<file path="src/rtl/cc_timer_pkg.sv">
package cc_timer_pkg;

  localparam int REG_ADDR_W = 3;

  localparam logic [REG_ADDR_W-1:0] ADDR_COUNT = 3'd0;
  localparam logic [REG_ADDR_W-1:0] ADDR_CMP0  = 3'd1;
  localparam logic [REG_ADDR_W-1:0] ADDR_CMP1  = 3'd2;
  localparam logic [REG_ADDR_W-1:0] ADDR_CTRL  = 3'd3;
  localparam logic [REG_ADDR_W-1:0] ADDR_STAT  = 3'd4;

  typedef enum logic [1:0] {
    MODE_STOP  = 2'd0,
    MODE_FREE  = 2'd1,
    MODE_MATCH = 2'd2,
    MODE_EDGE  = 2'd3
  } tmrMode_e;

  // strobes from control to datapath
  typedef struct packed {
    logic stop;
    logic clrCnt;
    logic incCnt;
    logic cap0;
    logic cap1;
    logic wrCmp0;
    logic wrCmp1;
  } dpCtl_t;

endpackage

</file>
<file path="src/rtl/cc_timer_sync.sv">
module cc_timer_sync #(
  parameter int STAGES = 2
) (
  input  logic clk,
  input  logic rstN,
  input  logic din,
  output logic level,
  output logic prev
);

  logic [STAGES:0] pipe;

  always_ff @(posedge clk or negedge rstN) begin
    if (!rstN) pipe <= '0;
    else       pipe <= {pipe[STAGES-1:0], din};
  end

  assign level = pipe[STAGES-1];
  assign prev  = pipe[STAGES];

endmodule

</file>
<file path="src/rtl/cc_timer_dp.sv">
module cc_timer_dp
  import cc_timer_pkg::*;
#(
  parameter int W = 16
) (
  input  logic         clk,
  input  logic         rstN,
  input  dpCtl_t       ctl,
  input  logic [W-1:0] wdata,
  output logic [W-1:0] cnt,
  output logic [W-1:0] cmp0,
  output logic [W-1:0] cmp1,
  output logic         cntMax,
  output logic         eq0,
  output logic         eq1
);

  localparam logic [W-1:0] ONE = {{(W-1){1'b0}}, 1'b1};

  always_ff @(posedge clk or negedge rstN) begin
    if (!rstN)           cnt <= '0;
    else if (ctl.stop)   cnt <= '0;
    else if (ctl.clrCnt) cnt <= '0;
    else if (ctl.incCnt) cnt <= cnt + ONE;
  end

  always_ff @(posedge clk or negedge rstN) begin
    if (!rstN)           cmp0 <= '0;
    else if (ctl.cap0)   cmp0 <= cnt;
    else if (ctl.wrCmp0) cmp0 <= wdata;
  end

  always_ff @(posedge clk or negedge rstN) begin
    if (!rstN)           cmp1 <= '0;
    else if (ctl.cap1)   cmp1 <= cnt;
    else if (ctl.wrCmp1) cmp1 <= wdata;
  end

  assign cntMax = &cnt;
  assign eq0    = (cnt == cmp0);
  assign eq1    = (cnt == cmp1);


  stop_zero_chk: assert property (@(posedge clk) disable iff (!rstN)
    ctl.stop |=> (cnt == '0));


  count_step_chk: assert property (@(posedge clk) disable iff (!rstN)
    (ctl.incCnt && !ctl.clrCnt && !ctl.stop) |=> (cnt == $past(cnt) + ONE));


  cap0_val_chk: assert property (@(posedge clk) disable iff (!rstN)
    ctl.cap0 |=> (cmp0 == $past(cnt)));


  cap1_val_chk: assert property (@(posedge clk) disable iff (!rstN)
    ctl.cap1 |=> (cmp1 == $past(cnt)));

endmodule

</file>
<file path="src/rtl/cc_timer_ctrl.sv">
module cc_timer_ctrl
  import cc_timer_pkg::*;
#(
  parameter int W = 16
) (
  input  logic                  clk,
  input  logic                  rstN,
  input  logic                  cntEn,
  input  logic                  trigLvl,
  input  logic                  trigPrev,
  input  logic                  capLvl,
  input  logic                  capPrev,
  input  logic                  busWe,
  input  logic                  busRe,
  input  logic [REG_ADDR_W-1:0] busAddr,
  input  logic [7:0]            wdCtrl,
  input  logic [W-1:0]          cnt,
  input  logic [W-1:0]          cmp0,
  input  logic [W-1:0]          cmp1,
  input  logic                  cntMax,
  input  logic                  eq0,
  input  logic                  eq1,
  output dpCtl_t                ctl,
  output logic [W-1:0]          busRdata,
  output logic                  busRdErr,
  output logic                  timerOut,
  output logic                  ovfFlag
);

  tmrMode_e   modeQ;
  logic [1:0] edgeSelQ;
  logic       c0EnQ, c1EnQ, osEnQ, swTrigQ;
  logic       ovfQ, blkQ, osActQ, outQ;

  logic running, trigRise, trigFall, trigSel, trigEdge, capEdge;
  logic osOk, osStart, trigClr, tick, matchClr, wrap;
  logic wrCtrl, wrStat, cap0, cap1;
  logic [W-1:0] ctrlWord, rdNext;
  logic         errNext;

  assign running  = (modeQ != MODE_STOP);
  assign trigRise = trigLvl & ~trigPrev;
  assign trigFall = ~trigLvl & trigPrev;

  always_comb begin
    case (edgeSelQ)
      2'b01:   trigSel = trigRise;
      2'b10:   trigSel = trigFall;
      2'b11:   trigSel = trigRise | trigFall;
      default: trigSel = 1'b0;
    endcase
  end

  assign trigEdge = running & trigSel;
  assign capEdge  = running & capLvl & ~capPrev;

  assign osOk     = osEnQ & ((modeQ == MODE_FREE) | (modeQ == MODE_EDGE));
  assign osStart  = osOk & ~osActQ & (swTrigQ | trigEdge);
  assign trigClr  = osStart | ((modeQ == MODE_EDGE) & trigEdge & ~(osOk & osActQ));
  assign tick     = running & cntEn;
  assign matchClr = tick & (modeQ == MODE_MATCH) & eq0;
  assign wrap     = tick & cntMax & ~trigClr;

  assign cap0   = c0EnQ & trigEdge;
  assign cap1   = c1EnQ & capEdge;
  assign wrCtrl = busWe & (busAddr == ADDR_CTRL);
  assign wrStat = busWe & (busAddr == ADDR_STAT);

  always_comb begin
    ctl.stop   = ~running;
    ctl.clrCnt = trigClr | matchClr;
    ctl.incCnt = tick;
    ctl.cap0   = cap0;
    ctl.cap1   = cap1;
    ctl.wrCmp0 = busWe & (busAddr == ADDR_CMP0);
    ctl.wrCmp1 = busWe & (busAddr == ADDR_CMP1);
  end

  // control register
  always_ff @(posedge clk or negedge rstN) begin
    if (!rstN) begin
      modeQ    <= MODE_STOP;
      edgeSelQ <= 2'b00;
      c0EnQ    <= 1'b0;
      c1EnQ    <= 1'b0;
      osEnQ    <= 1'b0;
      swTrigQ  <= 1'b0;
    end else begin
      swTrigQ <= wrCtrl & wdCtrl[7];
      if (wrCtrl) begin
        modeQ <= tmrMode_e'(wdCtrl[1:0]);
        c0EnQ <= wdCtrl[4];
        c1EnQ <= wdCtrl[5];
        osEnQ <= wdCtrl[6];
        if (!running) edgeSelQ <= wdCtrl[3:2];
      end
    end
  end

  // overflow flag with clear lockout
  always_ff @(posedge clk or negedge rstN) begin
    if (!rstN) begin
      ovfQ <= 1'b0;
      blkQ <= 1'b0;
    end else begin
      if (wrap)                ovfQ <= 1'b1;
      else if (wrStat && !blkQ) ovfQ <= 1'b0;
      if (wrap)      blkQ <= 1'b1;
      else if (tick) blkQ <= 1'b0;
    end
  end

  // one-shot sequencer
  always_ff @(posedge clk or negedge rstN) begin
    if (!rstN) begin
      osActQ <= 1'b0;
      outQ   <= 1'b0;
    end else if (!running || !osOk) begin
      osActQ <= 1'b0;
      outQ   <= 1'b0;
    end else if (osStart) begin
      osActQ <= 1'b1;
      outQ   <= 1'b0;
    end else if (osActQ && tick) begin
      if (eq0) begin
        osActQ <= 1'b0;
        outQ   <= 1'b0;
      end else if (eq1) begin
        outQ <= 1'b1;
      end
    end
  end

  // read path, one cycle latency
  assign ctrlWord = {{(W-9){1'b0}}, osActQ, swTrigQ, osEnQ, c1EnQ, c0EnQ, edgeSelQ, modeQ};

  always_comb begin
    rdNext  = '0;
    errNext = 1'b0;
    if (busRe) begin
      case (busAddr)
        ADDR_COUNT: rdNext = cnt;
        ADDR_CMP0:  if (cap0) errNext = 1'b1; else rdNext = cmp0;
        ADDR_CMP1:  if (cap1) errNext = 1'b1; else rdNext = cmp1;
        ADDR_CTRL:  rdNext = ctrlWord;
        ADDR_STAT:  rdNext = {{(W-1){1'b0}}, ovfQ};
        default:    rdNext = '0;
      endcase
    end
  end

  always_ff @(posedge clk or negedge rstN) begin
    if (!rstN) begin
      busRdata <= '0;
      busRdErr <= 1'b0;
    end else begin
      busRdata <= rdNext;
      busRdErr <= errNext;
    end
  end

  assign timerOut = outQ;
  assign ovfFlag  = ovfQ;


  ovf_set_chk: assert property (@(posedge clk) disable iff (!rstN)
    wrap |=> ovfFlag);


  ovf_hold_chk: assert property (@(posedge clk) disable iff (!rstN)
    (blkQ && ovfQ) |=> ovfQ);


  edge_lock_chk: assert property (@(posedge clk) disable iff (!rstN)
    (modeQ != MODE_STOP) |=> $stable(edgeSelQ));


  match_no_pulse_chk: assert property (@(posedge clk) disable iff (!rstN)
    (modeQ == MODE_MATCH) |=> !timerOut);


  rd_conflict_chk: assert property (@(posedge clk) disable iff (!rstN)
    busRdErr |-> (busRdata == '0));


  out_needs_pulse_chk: assert property (@(posedge clk) disable iff (!rstN)
    timerOut |-> osActQ);

endmodule

</file>
<file path="src/rtl/cc_timer.sv">
module cc_timer
  import cc_timer_pkg::*;
#(
  parameter int W           = 16,
  parameter int SYNC_STAGES = 2
) (
  input  logic                  clk,
  input  logic                  rstN,
  input  logic                  cntEn,
  input  logic                  trigIn,
  input  logic                  capIn,
  input  logic                  busWe,
  input  logic                  busRe,
  input  logic [REG_ADDR_W-1:0] busAddr,
  input  logic [W-1:0]          busWdata,
  output logic [W-1:0]          busRdata,
  output logic                  busRdErr,
  output logic                  timerOut,
  output logic                  ovfFlag
);

  localparam int N_IN = 2;

  logic [N_IN-1:0] rawIn, syncLvl, syncPrev;
  dpCtl_t          ctl;
  logic [W-1:0]    cnt, cmp0, cmp1;
  logic            cntMax, eq0, eq1;

  assign rawIn = {capIn, trigIn};

  for (genvar i = 0; i < N_IN; i++) begin : g_sync
    cc_timer_sync #(.STAGES(SYNC_STAGES)) u_sync (
      .clk   (clk),
      .rstN  (rstN),
      .din   (rawIn[i]),
      .level (syncLvl[i]),
      .prev  (syncPrev[i])
    );
  end

  cc_timer_ctrl #(.W(W)) u_ctrl (
    .clk      (clk),
    .rstN     (rstN),
    .cntEn    (cntEn),
    .trigLvl  (syncLvl[0]),
    .trigPrev (syncPrev[0]),
    .capLvl   (syncLvl[1]),
    .capPrev  (syncPrev[1]),
    .busWe    (busWe),
    .busRe    (busRe),
    .busAddr  (busAddr),
    .wdCtrl   (busWdata[7:0]),
    .cnt      (cnt),
    .cmp0     (cmp0),
    .cmp1     (cmp1),
    .cntMax   (cntMax),
    .eq0      (eq0),
    .eq1      (eq1),
    .ctl      (ctl),
    .busRdata (busRdata),
    .busRdErr (busRdErr),
    .timerOut (timerOut),
    .ovfFlag  (ovfFlag)
  );

  cc_timer_dp #(.W(W)) u_dp (
    .clk    (clk),
    .rstN   (rstN),
    .ctl    (ctl),
    .wdata  (busWdata),
    .cnt    (cnt),
    .cmp0   (cmp0),
    .cmp1   (cmp1),
    .cntMax (cntMax),
    .eq0    (eq0),
    .eq1    (eq1)
  );

endmodule

</file>
<file path="config.mk">
export PLATFORM = sky130hd
export DESIGN_NAME = cc_timer
export DESIGN_NICKNAME = d
export VERILOG_FILES = /design/src/rtl/cc_timer_pkg.sv /design/src/rtl/cc_timer_sync.sv /design/src/rtl/cc_timer_dp.sv /design/src/rtl/cc_timer_ctrl.sv /design/src/rtl/cc_timer.sv
export SDC_FILE = /design/constraint.sdc
export NUM_CORES = 1
export LEC_CHECK = 0
export ABC_AREA = 1
export BUFFER_PORTS_ARGS = -buffer_cell sky130_fd_sc_hd__buf_2
export CAP_MARGIN = 20
export CORE_UTILIZATION = 40
export DETAILED_ROUTE_END_ITERATION = 8
export HOLD_SLACK_MARGIN = 0.02
export PLACE_DENSITY = 0.63
export REMOVE_ABC_BUFFERS = 1
export SLEW_MARGIN = 5
export SYNTH_ARGS = -nofsm -noshare
export SYNTH_HDL_FRONTEND = slang
export SYNTH_SLANG_ARGS = --single-unit
</file>
<file path="constraint.sdc">
create_clock -name clk -period 2.13 [get_ports clk]
set_input_delay 0.639 -clock clk [delete_from_list [all_inputs] [get_ports clk]]
set_output_delay 0.639 -clock clk [all_outputs]
set_load 0.02 [all_outputs]
</file>
==> impl_metrics.ini <==
[outcome]
outcome = complete, no violations

[synthesis]
yosysTopAreaCell = dfrtp_1
post-synth-top-area-fraction = 0.426
synth.most_common_cell = nand2_1
synth_compound_area_frac = 0.130
ys_warn_count = 0
ys_top_cells_by_count = nand2_1, dfrtp_1, inv_1
synthXorXnorAreaFrac = 0.0252
syn_inst = 641
synth_simple_gate_area_frac = 0.303
synth_area_leaders = dfrtp_1, nand2_1, nand4_1
synth-seq-cells = 83
synth_cell_type_count = 32
synth-adder-area-share = 0.00770
synthMuxAreaShare = 0
synth_flop_cell = dfrtp_1
synth-edff-count = 0
ys_seq_area_frac = 0.426
synth_top_family_by_area = simple AND/OR/NAND/NOR gates
ys_async_sr_fraction = 1.00
postSynthAreaPerCell_um2 = 7.60
syn_area_um2 = 4870

[floorplan]
fp.dieH_um = 112
design.core.area_um2 = 11700
start_util = 0.418
ios = 45
die_area_um2 = 12600
rows = 39
die_w_um = 112

[detailed_routing]
viasPerCell = 5.61
drcViolationCount = 0
final_antenna_net_count = 0
drt_iter0_markers = 455
wl_um = 14200
dr.pass1.iters = 5
vias = 4642
drt-wirelength-per-cell_um = 17.1

[final_layout]
fin_cells = 827
syn_to_final_growth_pct = 14.1
nets = 709
layout-drive-gt1-share = 0.177
utilization = 0.477
diodes = 0
stdcell_area_um2 = 5560

[clock_tree]
hold_buffers = 0
clkTransAtPathRegs_ns = 0.06
cts_root_buf = clkbuf_16
cts_buffers = 9
post_cts_buffers = 0
clk_latency_ns = 0.34
clock-sinks = 83
htree_levels = 3
cts_tree = built
cts_buffer_depth = 2
cts-resized-gates = 0

[sta]
post-route-min-period_ns = 1.91
max_freq_mhz = 523
hold_viol = 0
finalMaxSlewViolations = 0
layout_setup_ws_ns = 0.218
skew_ns = 0.00987
post-route-period-util = 0.897
maxSlewHeadroom = 0.703
setup_violations = 0
rsz0062_at_grt = no
tightestPinTransition_ns = 0.445

[critical_path]
slowest_delay_ns = 0.51
required_ns = 2.35
cp_num_buf_inv = 1
end_kind = flop
crit_chain = inv_2 -> nand2_1 -> nand2_1 -> nor2_1 -> nand2_1 -> nor2_4 -> nand3_4 -> nand4_1 -> nand2_1
cpMostUsedCell = nand2_1
crit_type = reg2reg
cp_slowest_cell = dfrtp_1
arrival_ns = 2.14
start_kind = flop
crit_family = simple AND/OR/NAND/NOR gates
crit_fanout = 32

[global_route]
antenna_found_initial = 0
grt_pass1_vias = 4251
grt_use_total = 0.232
grt_pass1_wl_um = 22400
grt_overflow = 0
grt_max_degree = 33

[pwr]
sw_frac_of_total = 0.335
leakage_nw = 2.70
clkPwrFrac = 0.326
power_frac_comb = 0.256
p_switching_mw = 1.71
power_per_cell_area_nw_per_um2 = 921
peakVddDrop_v = 0.000381
seq_power_share = 0.418
internal_power_mw = 3.41

[placed_design]
hpwl_um = 10200
placed_cell_area_um2 = 5250
dpl.cell_count = 812
gp_congestion = 0.924
dpl_worst_slack_ns = 0.216
port_buffers = 44

[job]
drv_cap = 0

[worst_hold_path]
hp-class = in2async
## cells in the final DEF (no fill, tap or decap), types with 5 or more instances in the layout
cell       count
nand2_1      149
dfrtp_1       83
inv_1         56
nor2_1        55
nand3_1       52
buf_2         43
nand4_1       42
o21ai_0       28
a21oi_1       26
buf_4         21
inv_2         19
o221ai_1      15
o22ai_1       14
a31oi_1        9
o21ai_1        9
clkbuf_16      9
xor2_1         8
nand2_2        6
xnor2_1        6
nor2_2         5
## routing by layer
| layer | track usage | wire, um | vias to the layer above |
|---|---|---|---|
| li1 | - | - | 2221 |
| met1 | 0.330 | 6420 | 2183 |
| met2 | 0.355 | 6340 | 213 |
| met3 | 0.0362 | 1070 | 25 |
| met4 | 0.0924 | 330 | 0 |
| met5 | 0 | 0 | - |
## worst register-to-register path: stages, from the launching register on
cell and delay [ns]:
dfrtp_1 0.51, inv_2 0.12, nand2_1 0.08, nand2_1 0.05, nor2_1 0.15, nand2_1 0.12
nor2_4 0.17, nand3_4 0.31, nand4_1 0.19, nand2_1 0.08
## final timing paths
| kind | startpoint | endpoint | slack [ns] | depth (start not counted) |
|---|---|---|---|---|
| worst max register to register | u_dp.cnt[12] | u_dp.cnt[12] | 0.22 | 9 |
| max in group asynchronous | rstN | u_dp.cmp0[8] | 1.38 | 2 |
| worst min-delay path | rstN | g_sync[0].u_sync.pipe[0] | 0.23 | 1 |
| worst max-delay path | u_dp.cnt[12] | u_dp.cnt[12] | 0.22 | 9 |
| min in group clk | g_sync[1].u_sync.pipe[0] | g_sync[1].u_sync.pipe[1] | 0.35 | 0 |
| worst min register to register | g_sync[1].u_sync.pipe[0] | g_sync[1].u_sync.pipe[1] | 0.35 | 0 |
## stage by stage
stage | total power [mW] | setup TNS [ns] | hold slack, ns
floorplan | 3.01 | -1.17 | 0.331
global placement | 3.41 | 0 | 0.332
detailed placement | 3.45 | 0 | 0.341
CTS | 5.12 | 0 | 0.245
global route | 5.38 | 0 | 0.263
finish | 5.12 | 0 | 0.232
## area by class of cell
type                       instances  area (um2)
clock buffer                      14         284
clock inverter                     1        30.0
fill                            1139        6100
inverter                          76         285
multi-input combinational        443        2270
sequential                        83        2080
tap                              143         179
timing repair buffer              67         433
## state kept, by name, summed over array words and instances, names as in the netlist, 2 cells and up
register / cells
u_ctrl.busRdata: 16
u_ctrl.modeQ: 2
u_dp.cmp1: 16
u_dp.cnt: 16
u_dp.cmp0: 16
u_ctrl.edgeSelQ: 2
g_sync.u_sync.pipe: 6
## cells by family (layout without fill, tap and decap cells)
| kind of cell | count (synthesis) | in the layout |
|---|---|---|
| compound gates | 104 | 104 |
| buf+inv | 115 | 158 |
| simple gates | 322 | 322 |
| flops | 83 | 83 |
| xor+xnor | 14 | 14 |
| fa+ha+maj | 3 | 3 |
## power groups by stage
stage | Clock [mW] | Combinational [mW] | Sequential (mW)
after floorplan | 0 | 0.885 | 2.12
after global placement | 0 | 1.26 | 2.15
after detailed placement | 0 | 1.29 | 2.16
after CTS | 1.68 | 1.30 | 2.14
after global routing | 1.75 | 1.46 | 2.18
final | 1.67 | 1.31 | 2.14
No activity file was read; power rests on OpenSTA's default activity.
